[src/rtl/aer_cw_pkg.sv]
package aer_cw_pkg;
  // Returns the idx-th value (ascending, zero-based) of the given width
  // whose population count equals `ones`; zero if there are not enough.
  function automatic logic [15:0] nth_code(int idx, int width, int ones);
    int seen;
    logic [15:0] res;
    seen = 0;
    res  = '0;
    for (int v = 0; v < (1 << width); v++) begin
      if ($countones(16'(v)) == ones) begin
        if (seen == idx) res = 16'(v);
        seen++;
      end
    end
    return res;
  endfunction
endpackage

[src/rtl/aer_popcount.sv]
module aer_popcount #(
  parameter int W  = 7,
  localparam int CW = $clog2(W + 1)
) (
  input  logic [W-1:0]  bits_in,
  output logic [CW-1:0] count
);
  always_comb begin
    count = '0;
    for (int b = 0; b < W; b++) count = count + CW'(bits_in[b]);
  end
endmodule

[src/rtl/aer_encoder.sv]
module aer_encoder #(
  parameter int N      = 32,
  parameter int ADDR_W = 7,
  parameter int ONES   = 3
) (
  input  logic              clk,
  input  logic              rst,
  input  logic [N-1:0]      spike_in,
  input  logic              spike_inhib,
  output logic [ADDR_W-1:0] tx_word,
  output logic              tx_valid,
  output logic              tx_inhib
);
  // Per bus bit: the set of neurons whose address drives that bit.
  logic [N-1:0] bit_users [ADDR_W];

  for (genvar b = 0; b < ADDR_W; b++) begin : g_bit
    for (genvar i = 0; i < N; i++) begin : g_nrn
      localparam logic [ADDR_W-1:0] CW = ADDR_W'(aer_cw_pkg::nth_code(i, ADDR_W, ONES));
      assign bit_users[b][i] = CW[b];
    end
  end

  logic [ADDR_W-1:0] word_nxt;
  logic              any_spike;

  always_comb begin
    for (int b = 0; b < ADDR_W; b++) word_nxt[b] = |(spike_in & bit_users[b]);
    any_spike = |spike_in;
  end

  always_ff @(posedge clk) begin
    if (rst) begin
      tx_word  <= '0;
      tx_valid <= 1'b0;
      tx_inhib <= 1'b0;
    end else begin
      tx_word  <= word_nxt;
      tx_valid <= any_spike;
      tx_inhib <= any_spike & spike_inhib;
    end
  end

  // any transmitted event carries at least the code weight
  p_tx_weight_r1: assert property (@(posedge clk) disable iff (rst)
    tx_valid |-> ($countones(tx_word) >= ONES));
  // a spike on the inputs yields a valid word next cycle
  p_tx_valid_r3: assert property (@(posedge clk) disable iff (rst)
    (|spike_in) |=> tx_valid);
  // an idle bus is all zeros
  p_tx_idle_r3: assert property (@(posedge clk) disable iff (rst)
    !tx_valid |-> (tx_word == '0));
  // polarity only accompanies a valid event
  p_tx_pol_r4: assert property (@(posedge clk) disable iff (rst)
    tx_inhib |-> tx_valid);
endmodule

[src/rtl/aer_decoder.sv]
module aer_decoder #(
  parameter int N      = 32,
  parameter int ADDR_W = 7,
  parameter int ONES   = 3,
  localparam int WT_W  = $clog2(ADDR_W + 1)
) (
  input  logic              clk,
  input  logic              rst,
  input  logic [ADDR_W-1:0] rx_word,
  input  logic              rx_valid,
  input  logic              rx_inhib,
  input  logic              drop_on_collide,
  output logic [N-1:0]      stim_exc,
  output logic [N-1:0]      stim_inh
);
  logic [WT_W-1:0] weight;
  logic [N-1:0]    covered;
  logic [N-1:0]    sel;

  aer_popcount #(.W(ADDR_W)) u_wt (
    .bits_in (rx_word),
    .count   (weight)
  );

  // A neuron is covered when every one of its address ones is present.
  for (genvar i = 0; i < N; i++) begin : g_cover
    localparam logic [ADDR_W-1:0] CW = ADDR_W'(aer_cw_pkg::nth_code(i, ADDR_W, ONES));
    assign covered[i] = ((CW & ~rx_word) == '0);
  end

  always_comb begin
    sel = '0;
    if (rx_valid) begin
      if (weight == WT_W'(ONES))
        sel = covered;               // exact match: at most one neuron
      else if (weight > WT_W'(ONES) && !drop_on_collide)
        sel = covered;               // fan out to possible senders
    end
  end

  always_ff @(posedge clk) begin
    if (rst) begin
      stim_exc <= '0;
      stim_inh <= '0;
    end else begin
      stim_exc <= rx_inhib ? '0 : sel;
      stim_inh <= rx_inhib ? sel : '0;
    end
  end

  // a clean word addresses at most one neuron
  p_onehot_exact_r5: assert property (@(posedge clk) disable iff (rst)
    (rx_valid && $countones(rx_word) == ONES) |=> $onehot0(stim_exc | stim_inh));
  // the two polarity vectors never overlap
  p_no_overlap_r6: assert property (@(posedge clk) disable iff (rst)
    ((stim_exc & stim_inh) == '0));
  // collisions are silent in drop mode
  p_drop_r7: assert property (@(posedge clk) disable iff (rst)
    (rx_valid && drop_on_collide && $countones(rx_word) > ONES)
      |=> (stim_exc == '0 && stim_inh == '0));
  // light words never stimulate
  p_light_r9: assert property (@(posedge clk) disable iff (rst)
    (rx_valid && $countones(rx_word) < ONES) |=> (stim_exc == '0 && stim_inh == '0));
  // no valid, no stimulus
  p_idle_r10: assert property (@(posedge clk) disable iff (rst)
    !rx_valid |=> (stim_exc == '0 && stim_inh == '0));
endmodule

[src/rtl/aer_cw_codec.sv]
module aer_cw_codec #(
  parameter int N      = 32,
  parameter int ADDR_W = 7,
  parameter int ONES   = 3
) (
  input  logic              clk,
  input  logic              rst,
  input  logic [N-1:0]      spike_in,
  input  logic              spike_inhib,
  output logic [ADDR_W-1:0] tx_word,
  output logic              tx_valid,
  output logic              tx_inhib,
  input  logic [ADDR_W-1:0] rx_word,
  input  logic              rx_valid,
  input  logic              rx_inhib,
  input  logic              drop_on_collide,
  output logic [N-1:0]      stim_exc,
  output logic [N-1:0]      stim_inh
);
  aer_encoder #(.N(N), .ADDR_W(ADDR_W), .ONES(ONES)) u_enc (
    .clk         (clk),
    .rst         (rst),
    .spike_in    (spike_in),
    .spike_inhib (spike_inhib),
    .tx_word     (tx_word),
    .tx_valid    (tx_valid),
    .tx_inhib    (tx_inhib)
  );

  aer_decoder #(.N(N), .ADDR_W(ADDR_W), .ONES(ONES)) u_dec (
    .clk             (clk),
    .rst             (rst),
    .rx_word         (rx_word),
    .rx_valid        (rx_valid),
    .rx_inhib        (rx_inhib),
    .drop_on_collide (drop_on_collide),
    .stim_exc        (stim_exc),
    .stim_inh        (stim_inh)
  );

  // outputs are cleared in the cycle after reset
  p_reset_clear_r11: assert property (@(posedge clk)
    $past(rst) |-> (tx_word == '0 && !tx_valid && !tx_inhib &&
                    stim_exc == '0 && stim_inh == '0));
endmodule

[config.mk]
export PLATFORM = sky130hd
export DESIGN_NAME = aer_cw_codec
export DESIGN_NICKNAME = d
export VERILOG_FILES = /design/src/rtl/aer_cw_pkg.sv /design/src/rtl/aer_popcount.sv /design/src/rtl/aer_encoder.sv /design/src/rtl/aer_decoder.sv /design/src/rtl/aer_cw_codec.sv
export SDC_FILE = /design/constraint.sdc
export NUM_CORES = 1
export LEC_CHECK = 0
export BUFFER_PORTS_ARGS = -buffer_cell sky130_fd_sc_hd__buf_2
export CAP_MARGIN = 5
export CORE_ASPECT_RATIO = 1.5
export CORE_MARGIN = 3
export CORE_UTILIZATION = 48
export CTS_CLUSTER_DIAMETER = 50
export DETAILED_ROUTE_END_ITERATION = 8
export PLACE_DENSITY = 0.84
export SYNTH_ARGS = -nofsm -noshare
export SYNTH_HDL_FRONTEND = slang
export SYNTH_SLANG_ARGS = --single-unit
[constraint.sdc]
create_clock -name clk -period 9.25 [get_ports clk]
set_clock_uncertainty 0.1 [all_clocks]
set_input_delay 0.925 -clock clk [delete_from_list [all_inputs] [get_ports clk]]
set_output_delay 0.925 -clock clk [all_outputs]
set_load 0.02 [all_outputs]
==> flow_summary.toml <==
[routing]
post_drt_wl_per_cell_um = 14.7
ant_nets = 0
num_vias = 2091
dr.pass1.iters = 4
drt-total-wl_um = 6120
via_per_inst = 5.01
drc_errors = 0
drt-initial-drc-count = 125

[final_layout]
multi_input_area_um2 = 778
seqCellArea_um2 = 1460
final_layout_size_suffix_gt1_share_pct = 39.1
n_fill_cell = 382
syn2layout_area_growth_pct = 36.9
layout.nets = 398
fin_util_pct = 69.2
final_common_cell = "buf_2"
layout_common_cells = "117 x buf_2, 73 x dfxtp_1, 72 x nor2_1"
antenna_cells = 0

[die]
start_util_pct = 50.5
rows = 30
coreArea_um2 = 4580
dieArea_um2 = 5710
io_pins = 118
die_h_um = 91.0
die_w_um = 62.7

[global_route]
grt_overflow = 0
gr-usage-all-layers_pct = 23.1
grt_pass1_wl_um = 10000
grt_max_degree = 19
grt_pass1_vias = 2086
antenna_found_initial = 0

[sta]
relSlewSlack_pct = 30.7
worst_pin_slew_ns = 1.03
rsz0062_at_grt = "no"
finalCriticalPeriod_ns = 4.02
period_share_pct = 43.5
finalSetupViolCount = 0
hold_viol = 0
slew_viol_final = 0
fmax_ghz = 0.249
finalSetupTns_ns = 0

[yosys]
ys_warn_count = 0
syn_inst = 232
synth.ff_latch_count = 73
seq_area_frac_synth_pct = 63.2
syn-num-nets = 282
synth_cell_types = 23
syn_area_um2 = 2310
avgSynthCellArea_um2 = 9.97

[critical_path]
critPathMaxStageDelay_ns = 0.82
cpMaxStageDelayCell = "o211ai_1"
crit_path_frequent_cell = "fa_1"
worstPathMaxFanout = 12
cp_cell_sequence = "buf_2 -> fa_1 -> inv_1 -> fa_1 -> fa_1 -> fa_1 -> nor3b_2 -> o211ai_1 -> nor2_1"
path_delay_family = "adder cells"
crit_type = "in2reg"
critical_path_required_ns = 9.34
start_kind = "input port"
end_kind = "register"
cp_num_buf_inv = 2
cp.arrival_ns = 4.11

[placed_design]
place_congestion = 0.888
io_buffer_count = 117
hpwl_um = 4710

[clock_tree]
htreeDepth = 3
cts_buffers = 9
cts_root_buf = "clkbuf_8"
cts_buffer_depth = 2
numClockSinks = 73
cts_tree = "built"
hold_buffers = 0
cts_setup_buffers = 0
clkTransAtPathRegs_ns = 0.07
cts_resized = 0

[power]
ir_drop_uv = 110
p_per_area_nw_per_um2 = 210
p_leak_uw = 0.00147
total_power_uw = 666

[job]
drv_cap = 0

[hold_path]
hp-start = "spike_inhib"
holdPathEnd = "u_enc.tx_inhib$_SDFF_PP0_"
min_path_type = "in2reg"
holdPathStages = 3

[status]
status = "finished, final reports clean"
[synthesized netlist by cell type (all sizes together)]
master  number  share of area, %
dfxtp       73                63
nor3         6               1.3
a41oi        3               1.1
inv          7               1.1
or4          9               3.4
nand3       20               4.3
nand2b       1              0.27
fa           4               3.5
nor2b        2              0.54
a31oi        2              0.54
buf          3              0.59
nor2        72                12
nor4         7               2.4
o211ai       7               2.5
a21oi        3              0.65
ha           1              0.54
nand2        2              0.32
clkbuf       9               1.5
nor3b        1              0.54
[flip-flops by register name, indices dropped and copies added, names as in the netlist]
register,cells
u_dec.stim_inh,32
u_enc.tx_inhib,1
u_dec.stim_exc,32
u_enc.tx_valid,1
u_enc.tx_word,7
[cell type report]
class | instances | share of cell area (%)
Timing Repair Buffer | 117 | 18.5
Tap cell | 64 | 2.53
Multi-Input combinational cell | 140 | 24.6
Inverter | 7 | 0.830
Sequential cell | 73 | 46.1
Clock inverter | 5 | 3.28
Clock buffer | 11 | 4.15
[routing by layer]
metal | up-vias | global-route usage, % | part of all wire (%)
li1 | 1014 | - | -
met1 | 950 | 21.7 | 34
met2 | 110 | 43.1 | 55
met3 | 17 | 7.67 | 7.1
met4 | 0 | 12.2 | 3.2
met5 | - | 0 | 0
[through the flow]
step | instance area, um^2 | setup WS (ns) | hold WS [ns] | cells
detailed placement | 2930 | 4.88 | 1.07 | 401
global placement | 2930 | 4.96 | 1.06 | 401
CTS | 3170 | 5.24 | 0.701 | 417
floorplan | 2310 | 5.49 | 0.955 | 232
global route | 3170 | 5.04 | 0.727 | 417
finish | 3170 | 5.23 | 0.723 | 417
[worst max-delay path by stage]
stage,from,endpoint,slack [ns],cells past startpoint
2_1_floorplan,rx_word[0],u_dec.stim_exc[17]$_SDFF_PP0_,5.49,9
3_3_place_gp,rx_word[0],u_dec.stim_inh[24]$_SDFF_PP0_,4.96,9
3_5_place_dp,rx_word[0],u_dec.stim_exc[27]$_SDFF_PP0_,4.88,9
4_1_cts,rx_word[0],u_dec.stim_inh[27]$_SDFF_PP0_,5.24,9
5_1_grt,rx_word[0],u_dec.stim_inh[24]$_SDFF_PP0_,5.04,9
6_report,rx_word[0],u_dec.stim_inh[27]$_SDFF_PP0_,5.23,9
[cell families (layout without fill, tap and decap cells)]
kind of cell / after synthesis / count (layout) / synth area share (%)
adder cells (fa/ha/maj): 5 / 5 / 4.00
AND/OR/NAND/NOR: 120 / 120 / 24.8
flip-flops: 73 / 73 / 63.2
AO/OA/AOI/OAI: 15 / 15 / 4.81
buffers and inverters: 19 / 140 / 3.19
[where the power goes]
part | internal (uW) | switching (uW)
Clock | 179 | 109
Combinational | 20.0 | 38.7
Sequential | 318 | 0.961
Total | 518 | 149
No activity file was read; power rests on OpenSTA's default activity.
